<file path="src/rtl/csio_pkg.sv">
`timescale 1ns/1ps
package csio_pkg;
    typedef enum logic [1:0] {
        ST_IDLE  = 2'd0,
        ST_SHIFT = 2'd1,
        ST_DONE  = 2'd2
    } csio_state_e;

    localparam int PRE_MID = 8;
    localparam int PRE_MAX = 32;
endpackage

</file>
<file path="src/rtl/csio_baud.sv">
`timescale 1ns/1ps
module csio_baud #(
    parameter int DIV_W   = 8,
    parameter int PRE_MID = 8,
    parameter int PRE_MAX = 32
) (
    input  logic             clk,
    input  logic             rst_n,
    input  logic             run,
    input  logic [1:0]       psel,
    input  logic [DIV_W-1:0] div,
    output logic             lead,
    output logic             trail,
    output logic             lvl
);
    localparam int PRE_W = (PRE_MAX > 1) ? $clog2(PRE_MAX) : 1;

    logic [PRE_W-1:0] pcnt;
    logic [PRE_W-1:0] plim;
    logic [DIV_W-1:0] dcnt;
    logic             tick;
    logic             flip;

    always_comb begin
        unique case (psel)
            2'b00:   plim = '0;
            2'b01:   plim = PRE_W'(PRE_MID - 1);
            default: plim = PRE_W'(PRE_MAX - 1);
        endcase
    end

    assign tick  = run && (pcnt == plim);
    assign flip  = tick && (dcnt == div);
    assign lead  = flip && !lvl;
    assign trail = flip && lvl;

    always_ff @(posedge clk or negedge rst_n) begin
        if (!rst_n) begin
            pcnt <= '0;
            dcnt <= '0;
            lvl  <= 1'b0;
        end else if (!run) begin
            pcnt <= '0;
            dcnt <= '0;
            lvl  <= 1'b0;
        end else if (tick) begin
            pcnt <= '0;
            if (flip) begin
                dcnt <= '0;
                lvl  <= ~lvl;
            end else begin
                dcnt <= dcnt + 1'b1;
            end
        end else begin
            pcnt <= pcnt + 1'b1;
        end
    end
endmodule

</file>
<file path="src/rtl/csio_extsync.sv">
`timescale 1ns/1ps
module csio_extsync #(
    parameter int STAGES = 2
) (
    input  logic clk,
    input  logic rst_n,
    input  logic pin,
    input  logic pol,
    output logic lead,
    output logic trail
);
    logic [STAGES-1:0] chain;
    logic              norm;
    logic              prev;

    assign norm  = pol ? chain[STAGES-1] : ~chain[STAGES-1];
    assign lead  = norm & ~prev;
    assign trail = ~norm & prev;

    always_ff @(posedge clk or negedge rst_n) begin
        if (!rst_n) begin
            chain <= '0;
            prev  <= 1'b0;
        end else begin
            chain <= {chain[STAGES-2:0], pin};
            prev  <= norm;
        end
    end
endmodule

</file>
<file path="src/rtl/csio_shifter.sv">
`timescale 1ns/1ps
module csio_shifter #(
    parameter int DATA_W = 8
) (
    input  logic              clk,
    input  logic              rst_n,
    input  logic              idle,
    input  logic              load,
    input  logic [DATA_W-1:0] load_data,
    input  logic              msb_first,
    input  logic              lead,
    input  logic              trail,
    input  logic              din,
    output logic              dout,
    output logic [DATA_W-1:0] rx_word
);
    logic [DATA_W-1:0] tx_sh;
    logic              out_bit;

    assign out_bit = msb_first ? tx_sh[DATA_W-1] : tx_sh[0];

    always_ff @(posedge clk or negedge rst_n) begin
        if (!rst_n) begin
            tx_sh   <= '0;
            rx_word <= '0;
            dout    <= 1'b1;
        end else begin
            if (load) begin
                tx_sh <= load_data;
            end else if (lead) begin
                dout  <= out_bit;
                tx_sh <= msb_first ? {tx_sh[DATA_W-2:0], 1'b0}
                                   : {1'b0, tx_sh[DATA_W-1:1]};
            end
            if (trail) begin
                rx_word <= msb_first ? {rx_word[DATA_W-2:0], din}
                                     : {din, rx_word[DATA_W-1:1]};
            end
            if (idle) begin
                dout <= 1'b1;
            end
        end
    end
endmodule

</file>
<file path="src/rtl/csio_port.sv">
`timescale 1ns/1ps
module csio_port #(
    parameter int DATA_W      = 8,
    parameter int DIV_W       = 8,
    parameter int SYNC_STAGES = 2,
    parameter int OVR_BIT     = 6
) (
    input  logic              clk,
    input  logic              rst_n,
    input  logic              tx_wr,
    input  logic [DATA_W-1:0] tx_wdata,
    input  logic              rx_rd,
    output logic [DATA_W-1:0] rx_rdata,
    input  logic              tx_en,
    input  logic              rx_en,
    input  logic              txirq_sel,
    input  logic              clk_pol,
    input  logic              msb_first,
    input  logic              cont_rx,
    input  logic              ext_clk,
    input  logic [1:0]        presc_sel,
    input  logic [DIV_W-1:0]  baud_div,
    output logic              tx_empty,
    output logic              tx_irq,
    output logic              rx_irq,
    output logic              overrun,
    input  logic              sclk_in,
    output logic              sclk_out,
    output logic              sclk_oe,
    output logic              sdo,
    input  logic              sdi
);
    import csio_pkg::*;

    localparam int CNT_W = (DATA_W > 1) ? $clog2(DATA_W) : 1;

    csio_state_e       st, st_nx;
    logic [DATA_W-1:0] tx_buf;
    logic [DATA_W-1:0] rx_word;
    logic              rx_full;
    logic              rearm;
    logic              rx_armed;
    logic              frame_ovr;
    logic [CNT_W-1:0]  bitcnt;

    logic start_buf, start_rearm, go;
    logic int_lead, int_trail, int_lvl;
    logic ext_lead, ext_trail;
    logic sh_lead, sh_trail;
    logic last_bit;

    // launch conditions
    assign start_buf   = tx_en && !tx_empty;
    assign start_rearm = tx_en && rx_en && cont_rx && rearm && tx_empty;
    assign go          = (st == ST_IDLE) && (st_nx == ST_SHIFT);

    // edge selection between generated and pin clock
    assign sh_lead  = (st == ST_SHIFT) && (ext_clk ? ext_lead  : int_lead);
    assign sh_trail = (st == ST_SHIFT) && (ext_clk ? ext_trail : int_trail);
    assign last_bit = sh_trail && (bitcnt == CNT_W'(DATA_W - 1));

    assign sclk_out = clk_pol ? int_lvl : ~int_lvl;
    assign sclk_oe  = ~ext_clk;

    csio_baud #(
        .DIV_W  (DIV_W),
        .PRE_MID(PRE_MID),
        .PRE_MAX(PRE_MAX)
    ) u_baud (
        .clk  (clk),
        .rst_n(rst_n),
        .run  ((st == ST_SHIFT) && !ext_clk),
        .psel (presc_sel),
        .div  (baud_div),
        .lead (int_lead),
        .trail(int_trail),
        .lvl  (int_lvl)
    );

    csio_extsync #(
        .STAGES(SYNC_STAGES)
    ) u_sync (
        .clk  (clk),
        .rst_n(rst_n),
        .pin  (sclk_in),
        .pol  (clk_pol),
        .lead (ext_lead),
        .trail(ext_trail)
    );

    csio_shifter #(
        .DATA_W(DATA_W)
    ) u_shift (
        .clk      (clk),
        .rst_n    (rst_n),
        .idle     (st == ST_IDLE),
        .load     (go),
        .load_data(tx_buf),
        .msb_first(msb_first),
        .lead     (sh_lead),
        .trail    (sh_trail),
        .din      (sdi),
        .dout     (sdo),
        .rx_word  (rx_word)
    );

    // next-state logic
    always_comb begin
        st_nx = st;
        unique case (st)
            ST_IDLE:  if (start_buf || start_rearm) st_nx = ST_SHIFT;
            ST_SHIFT: if (last_bit)                 st_nx = ST_DONE;
            ST_DONE:                                st_nx = ST_IDLE;
            default:                                st_nx = ST_IDLE;
        endcase
    end

    // state register
    always_ff @(posedge clk or negedge rst_n) begin
        if (!rst_n) st <= ST_IDLE;
        else        st <= st_nx;
    end

    // buffers, flags and interrupt pulses
    always_ff @(posedge clk or negedge rst_n) begin
        if (!rst_n) begin
            tx_buf    <= '0;
            tx_empty  <= 1'b1;
            rx_rdata  <= '0;
            rx_full   <= 1'b0;
            rearm     <= 1'b0;
            rx_armed  <= 1'b0;
            frame_ovr <= 1'b0;
            bitcnt    <= '0;
            tx_irq    <= 1'b0;
            rx_irq    <= 1'b0;
            overrun   <= 1'b0;
        end else begin
            tx_irq <= 1'b0;
            rx_irq <= 1'b0;

            if (go) begin
                rx_armed  <= rx_en;
                frame_ovr <= 1'b0;
                bitcnt    <= '0;
                if (start_buf) begin
                    tx_empty <= 1'b1;
                    if (!txirq_sel) tx_irq <= 1'b1;
                end
            end

            if (tx_wr) begin
                tx_buf   <= tx_wdata;
                tx_empty <= 1'b0;
            end

            if (!cont_rx)   rearm <= 1'b0;
            else if (rx_rd) rearm <= 1'b1;
            else if (go)    rearm <= 1'b0;

            if (rx_rd) rx_full <= 1'b0;

            if (sh_trail) begin
                bitcnt <= bitcnt + 1'b1;
                if (rx_armed && rx_full && (bitcnt == CNT_W'(OVR_BIT))) begin
                    frame_ovr <= 1'b1;
                    overrun   <= 1'b1;
                end
            end

            if (st == ST_DONE) begin
                if (rx_armed && !frame_ovr) begin
                    rx_rdata <= rx_word;
                    rx_full  <= 1'b1;
                    rx_irq   <= 1'b1;
                end
                if (txirq_sel) tx_irq <= 1'b1;
            end

            if (!rx_en) overrun <= 1'b0;
        end
    end
endmodule

</file>
<file path="config.mk">
export PLATFORM = sky130hd
export DESIGN_NAME = csio_port
export DESIGN_NICKNAME = d
export VERILOG_FILES = /design/src/rtl/csio_pkg.sv /design/src/rtl/csio_baud.sv /design/src/rtl/csio_extsync.sv /design/src/rtl/csio_shifter.sv /design/src/rtl/csio_port.sv
export SDC_FILE = /design/constraint.sdc
export NUM_CORES = 1
export LEC_CHECK = 0
export BUFFER_PORTS_ARGS = -buffer_cell sky130_fd_sc_hd__buf_2
export CAP_MARGIN = 20
export CORE_UTILIZATION = 63
export CTS_BUF_LIST = sky130_fd_sc_hd__clkbuf_4 sky130_fd_sc_hd__clkbuf_8
export CTS_CLUSTER_SIZE = 12
export DETAILED_ROUTE_END_ITERATION = 10
export PLACE_DENSITY = 0.91
export SYNTH_ARGS = -nofsm -noshare
export SYNTH_HDL_FRONTEND = slang
export SYNTH_SLANG_ARGS = --single-unit
</file>
<file path="constraint.sdc">
create_clock -name clk -period 6 [get_ports clk]
set_input_delay 0.3 -clock clk [delete_from_list [all_inputs] [get_ports clk]]
set_output_delay 0.3 -clock clk [all_outputs]
set_load 0.005 [all_outputs]
</file>
# Word level (Yosys, flattened, before mapping)
# Cells that the tools add are included.
[totals]
reg_bits = 63
inputBits = 31
output_inout_bits = 15
elab_cells = 126
[op_classes]
eq_ne = 14
muxes = 48
add_sub_neg = 3
reduce_logical = 34
n_bitwise = 7
[op_table]
columns = ["op", "n"]
rows = [
  ["two-way mux 8 bit", 7],
  ["two-way mux 1 bit", 33],
  ["logical AND 1 bit", 17],
  ["two-way mux 5 bit", 2],
  ["case mux 5 bit (2 select lines)", 1],
  ["AND reduction 2 bit", 5],
  ["nonzero test 2 bit", 5],
  ["adder 8 x 1 -> 8 bit (second input constant)", 1],
  ["== test 8 bit", 1],
  ["== test 2 x 1 -> 1 bit (second input constant)", 3],
  ["== test 3 bit (second input constant)", 2],
  ["two-way mux 3 bit", 2],
  ["!= test 2 x 1 -> 1 bit (second input constant)", 3],
  ["adder 5 x 1 -> 5 bit (second input constant)", 1],
  ["== test 5 bit", 1],
  ["NOT 1 bit", 5],
  ["zero test 1 bit", 4],
  ["zero test 2 bit", 2],
  ["two-way mux 2 bit", 2],
  ["!= test 2 bit (second input constant)", 2],
  ["case mux 2 bit (2 select lines)", 1],
  ["adder 3 x 1 -> 3 bit (second input constant)", 1],
  ["!= test 3 x 2 -> 1 bit (second input constant)", 1],
  ["AND 1 bit", 2],
  ["2 further kinds", 2],
]

# Longest topological paths before layout
[logic_depth]
ltp_word = 16
ltp_mapped = 8
depth_no_buf = 5

# By module
# Synthesis repeated with hierarchy kept, for this count alone.
[hier_totals]
cells_unflattened = 277
hier_area_um2 = 3150.5
[modules_own_cells]
columns = ["mod", "seq_area_each_um2", "n_inst", "area_per_inst_um2", "cells_each"]
rows = [
  ["csio_port", 726.9, 1, 1232.4, 91],
  ["csio_baud", 350.3, 1, 917.1, 94],
  ["csio_shifter", 426.7, 1, 903.4, 85],
  ["csio_extsync", 75.1, 1, 97.6, 7],
]

# Least setup slack after synthesis
# OpenSTA, ideal clock, no wires.
[synth_timing]
kind = "reg-to-reg"
from = "reg u_baud.pcnt[0]"
to = "reg u_shift.rx_word[2]"
period_less_slack_ns = 2.152
setup_time_ns = 0.125
arrival_ns = 2.027
path_buffers = 1
stages_incl_launch_ff = 7
required_time_ns = 5.875
setup_slack_ns = 3.848
cell_sequence = "dfrtp_1 > nor4_2 > a2bb2oi_1 > nand4_1 > a21oi_1 > buf_4 > mux2_2"
[synth_via]
elab_chain_cells = 6
[synth_lines]
columns = ["item", "line", "text"]
rows = [
  ["from (decl)", "csio_baud.sv:18", "logic [PRE_W-1:0] pcnt;"],
  ["from (signal assigned)", "csio_baud.sv:55", "pcnt <= pcnt + 1'b1;"],
  ["== test 5 bit", "csio_baud.sv:32", "assign tick = run && (pcnt == plim);"],
  ["logical AND 1 bit", "csio_baud.sv:32", ""],
  ["logical AND 1 bit", "csio_baud.sv:33", "assign flip = tick && (dcnt == div);"],
  ["logical AND 1 bit", "csio_baud.sv:35", "assign trail = flip && lvl;"],
  ["two-way mux 1 bit", "csio_port.sv:59", "assign sh_trail = (st == ST_SHIFT) && (ext_clk ? ext_trail : int_trail);"],
  ["logical AND 1 bit", "csio_port.sv:59", ""],
  ["to (signal assigned)", "csio_shifter.sv:36", "rx_word <= msb_first ? {rx_word[DATA_W-2:0], din}"],
  ["to (decl)", "csio_shifter.sv:15", "output logic [DATA_W-1:0] rx_word"],
]
# Every way passes these cells.
# A chain may end at the register's enable or synchronous reset.

# Final worst setup path
[layout_timing]
from = "reg u_baud.pcnt[0]"
to = "reg u_shift.rx_word[3]"
# The elaborated chain is that of the path after synthesis.

==> impl_metrics.yaml <==
timing:
  maxSlewHeadroom: 0.483
  fmax_ghz: 0.387
  tns_ns: 0
  finalSetupViolCount: 0
  fin_crit_sh: 0.430
  hold_viol_final: 0
  grt_setup_unrepaired: "false"
  clock-skew-final_ns: 0.00958
  whs_ns: 0.0777
  finalWorstPathRequiredPeriod_ns: 2.58
  slew_violations: 0
  worst_pin_slew_ns: 0.776
yosys:
  ys_warn_count: 0
  synth-compound-area-share: 0.119
  synth_simple_gate_area_share: 0.132
  syn-num-nets: 302
  syn-mean-instance-area_um2: 11.8
  synth-seq-cells: 63
  yosysSeqAreaShare: 0.504
  synth_adder_area_share: 0.0200
  synth_top_family_by_area: "multiplexers"
  synth_xor_area_frac: 0.0475
  synth_cells: 266
  synth_cell_type_count: 49
  netlist_area_um2: 3130
  synthMuxAreaShare: 0.144
floorplanning:
  die_h_um: 72.5
  die_x_um: 72.5
  die-area_um2: 5260
  core-area_um2: 4750
  ioPinCount: 46
  start_util: 0.659
  num_rows: 25
worst_setup_path:
  arrival_ns: 2.81
  start_kind: "flop"
  worstSetupEndpointType: "flop"
  startpoint: "u_baud.pcnt[0]"
  cpPeakStageDelay_ns: 0.45
  cp_data_required_time_ns: 6.22
  ff2ff_path_depth: 6
  crit_end: "u_shift.rx_word[3]"
  crit_type: "flop to flop"
  cp_cell_sequence: "nor4_2 -> a2bb2oi_1 -> nand4_1 -> a21oi_1 -> buf_4 -> mux2_2"
  slowest_stage: "nor4_2"
  crit-reg2reg-launch: "u_baud.pcnt[0]"
  rrSetupSlack_ns: 3.42
  r2r_end: "u_shift.rx_word[3]"
  cp_max_fo: 9
run_status:
  status: "completed"
drt:
  drc: 0
  avgRoutedWirePerCell_um: 16.4
  via_per_inst: 5.95
  ant_nets: 0
  vias: 2298
  finalWirelength_um: 6350
  drtPass1Iterations: 5
  drtIter0Drc: 192
power_and_ir_drop:
  cellPowerDensity_nw_per_um2: 336
  peakVddDrop_v: 0.000254
  p_leak_nw: 1.66
  p_total_w: 0.00121
placed_design:
  routabilityCongestion: 0.919
  portBuffers: 45
  dp_hpwl_um: 4450
  place_inst: 368
global_route:
  grt_pass1_wl_um: 10500
  antenna_found_initial: 0
  grt_max_degree: 64
  gr-total-overflow: 0
  grt_pass1_vias: 2255
  grtUsageTotal: 0.265
clock_network:
  clk_latency_ns: 0.34
  cts_buffer_depth: 2
  path_clk_slew_ns: 0.07
  cts_hold_buf: 0
  cts_tree: "yes"
  cts_resized: 0
  cts_root_buf: "clkbuf_8"
  cts_buffers: 9
  post_cts_buffers: 0
  htreeDepth: 3
  cts_sinks: 63
run:
  max_cap_violations: 0
final_layout:
  final_nets: 350
  area_growth_pct: 15.0
  fin_cells: 386
  n_fill_cell: 314
  antennaDiodeCount: 0
  drive_gt1_frac: 0.342
hold_path:
  min_path_type: "input port to flop"
how the worst min path moves through the flow:
stage / startpoint / end / slack (ns) / cells past startpoint
after floorplan: rst_n / bitcnt[0] / 0.004 / 0
after global placement: u_sync.chain[0] / u_sync.chain[1] / 0.34 / 0
after detailed placement: u_sync.chain[0] / u_sync.chain[1] / 0.35 / 0
after CTS: sclk_in / u_sync.chain[0] / 0.06 / 1
after global routing: sclk_in / u_sync.chain[0] / 0.07 / 1
final: sclk_in / u_sync.chain[0] / 0.08 / 1
kinds of logic (layout without fill, tap and decap cells):
kind of cell	Yosys count	in the layout
AO/OA/AOI/OAI	44	44
flip-flops	63	63
XOR/XNOR	17	17
multiplexers	41	41
AND/OR/NAND/NOR	74	74
buffers and inverters	22	75
adder cells (fa/ha/maj)	5	5
cell usage after synthesis, drive strengths merged:
cell / number / area, µm²
a2111o: 1 / 11.3
a2111oi: 1 / 27.5
a211o: 1 / 8.76
a211oi: 3 / 22.5
a21boi: 2 / 15.0
a21o: 2 / 15.0
a21oi: 11 / 55.1
a2bb2o: 1 / 10.0
a2bb2oi: 1 / 8.76
a32o: 1 / 10.0
and2: 3 / 21.3
and3: 1 / 6.26
and4: 2 / 17.5
buf: 5 / 40.0
clkbuf: 7 / 27.5
dfrtp: 61 / 1530
dfstp: 2 / 52.6
ha: 5 / 62.6
inv: 10 / 37.5
mux2: 33 / 372
mux2i: 8 / 80.1
nand2: 20 / 75.1
nand2b: 7 / 43.8
nand3: 6 / 30.0
nand4: 16 / 100
nor2: 9 / 33.8
nor2b: 1 / 6.26
nor3: 5 / 25.0
nor4: 2 / 33.8
nor4bb: 1 / 10.0
o2111a: 1 / 11.3
o2111ai: 1 / 26.3
o211ai: 3 / 22.5
o21a: 1 / 7.51
o21ai: 3 / 15.0
o22ai: 2 / 12.5
o2bb2ai: 1 / 8.76
o311a: 1 / 10.0
o311ai: 6 / 67.6
o31ai: 1 / 7.51
or3: 1 / 11.3
xnor2: 14 / 123
xor2: 3 / 26.3
metrics by stage:
step                worst slack, ns  area [µm²]   util
floorplan                      3.85        3130      -
global placement               3.19        3400  0.714
detailed placement             3.09        3400  0.714
CTS                            3.04        3590  0.755
global route                   3.27        3600  0.758
finish                         3.42        3600  0.758
power breakdown:
group	internal, W	switching, W
Combinational	0.000135	0.000137
Sequential	0.000509	0.0000780
Clock	0.000197	0.000154
Total	0.000841	0.000369
layout make-up:
class	instances	area, µm²	area share
clock inverters	1	5.00	0.00139
flip-flops and latches	63	1580	0.438
clock buffers	15	188	0.0521
inverters	10	37.5	0.0104
multi-input cells	181	1460	0.404
repair buffers	49	255	0.0708
well taps	67	83.8	0.0233
critical path, delay by kind of cell (launching register included):
kind                   cells  cell delay [ns]
and+or+nand+nor            2             0.66
AOI/OAI and AO/OA          2             0.74
muxes                      1             0.35
DFF                        1             0.43
buffers and inverters      1             0.27
registers in the layout, indices dropped and copies added (netlist names):
register,count
overrun,1
u_baud.lvl,1
tx_buf,8
u_baud.dcnt,8
u_sync.chain,2
bitcnt,3
rx_rdata,8
u_shift.rx_word,8
tx_empty,1
u_shift.dout,1
st,2
u_sync.prev,1
u_baud.pcnt,5
u_shift.tx_sh,8
rearm,1
tx_irq,1
rx_full,1
rx_armed,1
frame_ovr,1
rx_irq,1
cell usage in the layout, fill, tap and decap left out, types with 4 or more instances in the layout:
master	Yosys	routed
nand2b_1	7	7
nor3_1	5	5
inv_1	10	10
mux2i_1	8	8
nand3_1	6	6
dfrtp_1	61	61
o311ai_1	4	4
nand2_1	20	20
a21oi_1	11	11
nor2_1	9	9
xnor2_1	14	14
mux2_2	33	33
nand4_1	16	16
buf_2	2	45
clkbuf_8	0	12
ha_1	5	5
clkbuf_4	0	4
routing by layer:
| metal | global-route usage | part of all wire | vias up | routed length [µm] |
|---|---|---|---|---|
| met3 | 0.0597 | 0.036 | 16 | 231 |
| met5 | 0 | 0 | - | 0 |
| met4 | 0.120 | 0.021 | 0 | 135 |
| li1 | - | - | 1075 | - |
| met2 | 0.441 | 0.52 | 66 | 3280 |
| met1 | 0.332 | 0.43 | 1141 | 2700 |
Power figures use the tool's default switching activity.
